<file path="config.mk">
export PLATFORM = sky130hd
export DESIGN_NAME = lcd_tg
export DESIGN_NICKNAME = d
export VERILOG_FILES = /design/src/rtl/lcd_tg_pkg.sv /design/src/rtl/lcd_tg_decode.sv /design/src/rtl/lcd_tg_axis.sv /design/src/rtl/lcd_tg.sv
export SDC_FILE = /design/constraint.sdc
export NUM_CORES = 1
export LEC_CHECK = 0
export ABC_AREA = 1
export BUFFER_PORTS_ARGS = -buffer_cell sky130_fd_sc_hd__buf_2
export CORE_MARGIN = 3
export CORE_UTILIZATION = 30
export CTS_CLUSTER_DIAMETER = 50
export DETAILED_ROUTE_END_ITERATION = 10
export HOLD_SLACK_MARGIN = 0.02
export PLACE_DENSITY = 0.57
export SETUP_SLACK_MARGIN = 0.3
export SYNTH_ARGS = -nofsm -noshare
export SYNTH_HDL_FRONTEND = slang
export SYNTH_HIERARCHICAL = 1
export SYNTH_SLANG_ARGS = --single-unit
</file>
<file path="constraint.sdc">
create_clock -name clk_i -period 9 [get_ports clk_i]
set_clock_uncertainty 0.2 [all_clocks]
set_input_delay 0.9 -clock clk_i [delete_from_list [all_inputs] [get_ports clk_i]]
set_output_delay 0.9 -clock clk_i [all_outputs]
set_load 0.005 [all_outputs]
</file>
<file path="src/rtl/lcd_tg_pkg.sv">
package lcd_tg_pkg;
  localparam int TG_CNT_W = 12;

  // horizontal word field positions
  localparam int H_PPL_LSB = 2;
  localparam int H_PPL_W   = 6;
  localparam int H_SW_LSB  = 8;
  localparam int H_FP_LSB  = 16;
  localparam int H_BP_LSB  = 24;
  localparam int H_FLD_W   = 8;
  localparam int ACT_UNIT_SH = 4;  // active width in steps of 16

  // vertical word field positions
  localparam int V_LPP_LSB = 0;
  localparam int V_LPP_W   = 10;
  localparam int V_SW_LSB  = 10;
  localparam int V_SW_W    = 6;
  localparam int V_FP_LSB  = 16;
  localparam int V_BP_LSB  = 24;
  localparam int V_FLD_W   = 8;

  typedef struct packed {
    logic [TG_CNT_W-1:0] sync_len;
    logic [TG_CNT_W-1:0] back_len;
    logic [TG_CNT_W-1:0] act_len;
    logic [TG_CNT_W-1:0] front_len;
  } axis_len_t;
endpackage

</file>
<file path="src/rtl/lcd_tg_decode.sv">
module lcd_tg_decode
  import lcd_tg_pkg::*;
(
  input  logic [31:2] htim_i,
  input  logic [31:0] vtim_i,
  output axis_len_t   h_len_o,
  output axis_len_t   v_len_o
);
  localparam int W = TG_CNT_W;

  logic [H_PPL_W-1:0] ppl;
  assign ppl = htim_i[H_PPL_LSB +: H_PPL_W];

  always_comb begin
    h_len_o.sync_len  = W'(htim_i[H_SW_LSB +: H_FLD_W]) + W'(1);
    h_len_o.back_len  = W'(htim_i[H_BP_LSB +: H_FLD_W]) + W'(1);
    h_len_o.front_len = W'(htim_i[H_FP_LSB +: H_FLD_W]) + W'(1);
    h_len_o.act_len   = (W'(ppl) + W'(1)) << ACT_UNIT_SH;

    v_len_o.sync_len  = W'(vtim_i[V_SW_LSB +: V_SW_W]) + W'(1);
    v_len_o.act_len   = W'(vtim_i[V_LPP_LSB +: V_LPP_W]) + W'(1);
    v_len_o.back_len  = W'(vtim_i[V_BP_LSB +: V_FLD_W]);   // unbiased
    v_len_o.front_len = W'(vtim_i[V_FP_LSB +: V_FLD_W]);   // unbiased
  end
endmodule

</file>
<file path="src/rtl/lcd_tg_axis.sv">
module lcd_tg_axis
  import lcd_tg_pkg::*;
#(
  parameter int CNT_W = TG_CNT_W
) (
  input  logic             clk_i,
  input  logic             rst_ni,
  input  logic             adv_i,
  input  axis_len_t        len_i,
  output logic [CNT_W-1:0] cnt_o,
  output logic             last_o,
  output logic             sync_o,
  output logic             act_o
);
  logic [CNT_W-1:0] cnt_q, act_start, act_end, total;

  assign act_start = len_i.sync_len + len_i.back_len;
  assign act_end   = act_start + len_i.act_len;
  assign total     = act_end + len_i.front_len;

  // >= keeps the counter bounded if the config shrinks mid-frame
  assign last_o = (cnt_q >= total - CNT_W'(1));
  assign sync_o = (cnt_q < len_i.sync_len);
  assign act_o  = (cnt_q >= act_start) && (cnt_q < act_end);
  assign cnt_o  = cnt_q;

  always_ff @(posedge clk_i or negedge rst_ni) begin
    if (!rst_ni)     cnt_q <= '0;
    else if (adv_i)  cnt_q <= last_o ? '0 : cnt_q + CNT_W'(1);
  end
endmodule

</file>
<file path="src/rtl/lcd_tg.sv">
module lcd_tg
  import lcd_tg_pkg::*;
#(
  parameter int CNT_W = TG_CNT_W
) (
  input  logic             clk_i,
  input  logic             rst_ni,
  input  logic             pix_en_i,
  input  logic [31:2]      htim_i,
  input  logic [31:0]      vtim_i,
  input  logic [3:0]       ctrl_i,
  output logic             hsync_o,
  output logic             vsync_o,
  output logic             de_o,
  output logic             pclk_o,
  output logic             sof_o,
  output logic [CNT_W-1:0] px_cnt_o,
  output logic [CNT_W-1:0] ln_cnt_o
);
  localparam int INV_HS  = 0;
  localparam int INV_VS  = 1;
  localparam int INV_DE  = 2;
  localparam int PCLK_NE = 3;

  axis_len_t h_len, v_len;
  logic h_last, h_sync, h_act;
  logic v_last, v_sync, v_act;
  logic pclk_q;

  lcd_tg_decode u_dec (
    .htim_i (htim_i),
    .vtim_i (vtim_i),
    .h_len_o(h_len),
    .v_len_o(v_len)
  );

  lcd_tg_axis #(.CNT_W(CNT_W)) u_h (
    .clk_i (clk_i),
    .rst_ni(rst_ni),
    .adv_i (pix_en_i),
    .len_i (h_len),
    .cnt_o (px_cnt_o),
    .last_o(h_last),
    .sync_o(h_sync),
    .act_o (h_act)
  );

  lcd_tg_axis #(.CNT_W(CNT_W)) u_v (
    .clk_i (clk_i),
    .rst_ni(rst_ni),
    .adv_i (pix_en_i & h_last),
    .len_i (v_len),
    .cnt_o (ln_cnt_o),
    .last_o(v_last),
    .sync_o(v_sync),
    .act_o (v_act)
  );

  always_ff @(posedge clk_i or negedge rst_ni) begin
    if (!rst_ni) pclk_q <= 1'b0;
    else         pclk_q <= pix_en_i;
  end

  logic unused_last;
  assign unused_last = v_last;

  assign hsync_o = h_sync ^ ctrl_i[INV_HS];
  assign vsync_o = v_sync ^ ctrl_i[INV_VS];
  assign de_o    = (h_act & v_act) ^ ctrl_i[INV_DE];
  assign pclk_o  = pclk_q ^ ctrl_i[PCLK_NE];
  assign sof_o   = (px_cnt_o == '0) && (ln_cnt_o == '0);
endmodule

</file>
==> flow_summary.yaml <==
run_status:
  outcome: "finished clean"
worst_setup_path:
  critPathRequiredTime_ns: 8.94
  cpMostUsedCell: "nand2_1"
  path_max_fanout: 7
  end_kind: "register"
  start_kind: "primary input"
  critPathKind: "in -> reg"
  arrival_ns: 7.33
  crit_path_max_incr_delay_ns: 0.35
  cp_slowest_cell: "ha_1"
worst_hold_path:
  hold_class: "in -> async"
clock_tree:
  cts_root_buf: "clkbuf_16"
  cts_max_path_buffers: 2
  ctsHoldBuffers: 0
  cts_tree: "done"
  clkSlewWorstSetupHoldPaths_ns: 0.06
  insertion_delay_ns: 0.25
  cts_resized: 0
  post_cts_buffers: 0
  clock_sinks: 25
  htree_levels: 1
  cts_inserted_buffers: 3
finish:
  area_growth_pct: 9.219
  final_cell_mix: "inv_1, nand2_1, ha_1, buf_2, a21oi_1"
  nets: 1568
  diodes: 0
  fillers: 3010
  multi_input_area_um2: 6529
  final_area_um2: 9027
  drive_above_1_share: 0.1231
  final-seq-area_um2: 625.6
  final_common_cell: "inv_1"
logic_synthesis:
  synth-seq-cells: 25
  syn_area_per_cell_um2: 6.753
  yosys_most_used_dff: "dfrtp_1"
  yosysUniqueCellTypes: 42
  synth_area_um2: 8265
  syn_inst: 1224
  synthArstFlopShare: 1.000
  synth_edf_count: 0
  yosysSeqAreaShare: 0.07569
  synth-warning-count: 6
grt:
  antenna_found_initial: 0
  overflow: 0
  grt_pass1_vias: 7255
  grt_pass1_wl_um: 34580
  grtUsageTotal: 0.1405
  grt_max_degree: 26
power:
  power_leakage_nw: 5.112
  vdd_drop_max_mv: 0.1252
  powerDensity_nw_per_um2: 256.8
timing:
  max-slew-margin-rel: 0.6181
  setup_viol: 0
  hold_viol: 0
  fmax_mhz: 135.3
  rsz0062_at_grt: "false"
  worstMarginPinSlew_ns: 0.5728
  post-route-period-util: 0.8211
  fin_crit_ns: 7.390
  tns_ns: 0
  slew_viol_final: 0
placement:
  placed_area_um2: 8949
  gp_congestion: 0.8490
  post-dp-hpwl_um: 18170
  io_buffers: 97
detailed_routing:
  wl_per_cell_um: 12.56
  drtPass1Iterations: 7
  wl_um: 20710
  via_per_inst: 4.635
  drtIter0Drc: 338
  num_vias: 7643
  drc: 0
  ant_nets: 0
floorplanning:
  start_util: 0.3058
  pin_count: 98
  die-area_um2: 29580
  core-area_um2: 27030
  die_y_um: 172.0
  fp-row-count: 60
  die_x_um: 172.0
flow_run:
  cap_violations: 0
## cell usage after synthesis (2+ instances only)
library cell  number  area share
nor4_4             2      0.0051
nor4_1             5      0.0038
buf_4             44       0.040
inv_1            229        0.10
xnor2_1           21       0.022
nand2_2            5      0.0038
o21bai_1           4      0.0036
nor3_1            15      0.0091
o2111ai_1          2      0.0021
dfrtp_1           25       0.076
a21o_1            10      0.0091
fa_1               6       0.015
o21ai_1            6      0.0036
a211oi_1           6      0.0054
o31ai_1            4      0.0036
nand3_2           13       0.016
nand4_1           17       0.013
a21boi_0           2      0.0018
a31oi_1            7      0.0053
o211ai_1           4      0.0036
a21oi_1           90       0.054
nor2_2            18       0.014
a31o_2             8      0.0085
inv_2              6      0.0027
nand2_4            2      0.0027
o22ai_1            2      0.0015
nor2_1            79       0.036
nand3b_1           9      0.0082
a21boi_1           2      0.0018
nand3_1           71       0.043
xor2_1            73       0.077
nand2_1          216       0.098
ha_1             184        0.28
o21ai_0           28       0.017
nand4_2            2      0.0030
## critical path, delay by kind of cell
family / cells / cell delay (ns)
compound gates: 6 / 0.71
simple gates: 25 / 2.91
buf+inv: 6 / 0.53
fa+ha+maj: 6 / 1.71
xor+xnor: 3 / 0.56
## per-stage QoR
step	cells	hold slack, ns	total power [W]	setup slack (ns)	util
CTS	1649	0.4616	0.002324	1.644	0.3340
detailed placement	1645	0.4472	0.002211	1.382	0.3311
floorplan	1251	0.3653	0.001764	2.194	-
finish	1649	0.4414	0.002318	1.610	0.3340
global placement	1645	0.4542	0.002185	1.580	0.3311
global route	1649	0.4777	0.002688	0.8748	0.3340
## flip-flops by register name (all words and copies together), names as in the netlist
signal / count
u_h/cnt_o: 12
u_v/cnt_o: 12
pclk_q: 1
## path summary, 6_finish.rpt
kind	startpoint	slack, ns	endpoint	depth (start not counted)
min reg2reg	u_v/cnt_o[0]	0.45	u_v/cnt_o[0]	2
max reg2reg	u_h/cnt_o[0]	5.84	u_v/cnt_o[11]	16
max	htim_i[24]	1.61	u_v/cnt_o[11]	46
min in group clk_i	u_v/cnt_o[0]	0.45	u_v/cnt_o[0]	2
min	rst_ni	0.44	u_v/cnt_o[3]	1
max in group asynchronous	rst_ni	7.78	u_h/cnt_o[5]	1
## layer usage
layer  share of wire  global-route usage  vias up
li1                -                   -     4126
met1            0.48              0.1858     3399
met2            0.49              0.2630      112
met3           0.024            0.005716        6
met4          0.0064             0.01250        0
met5               0                   0        -
## area by class of cell
| type | instances | area share |
|---|---|---|
| multi-input cells | 947 | 0.7232 |
| clock buffers | 4 | 0.008732 |
| flip-flops and latches | 25 | 0.06930 |
| repair buffers | 97 | 0.05378 |
| well taps | 341 | 0.04726 |
| inverters | 235 | 0.09771 |
## where the power goes
group	internal [W]	total (W)	switching, W	leakage, nW
Clock	0.0000604	0.0000972	0.0000368	0.0382
Combinational	0.000802	0.00199	0.00119	4.75
Sequential	0.000139	0.000229	0.0000903	0.323
## kinds of logic (layout without fill, tap and decap cells)
family	Yosys count	in the layout	share of synthesized area
and+or+nand+nor	457	457	0.2584
buffers and inverters	279	336	0.1467
adders and majority gates	190	190	0.2931
AOI/OAI and AO/OA	178	178	0.1261
xor gates and xnor gates	94	94	0.09961
DFF	25	25	0.07569
other	1	28	0.0004537
Power figures use the tool's default switching activity.
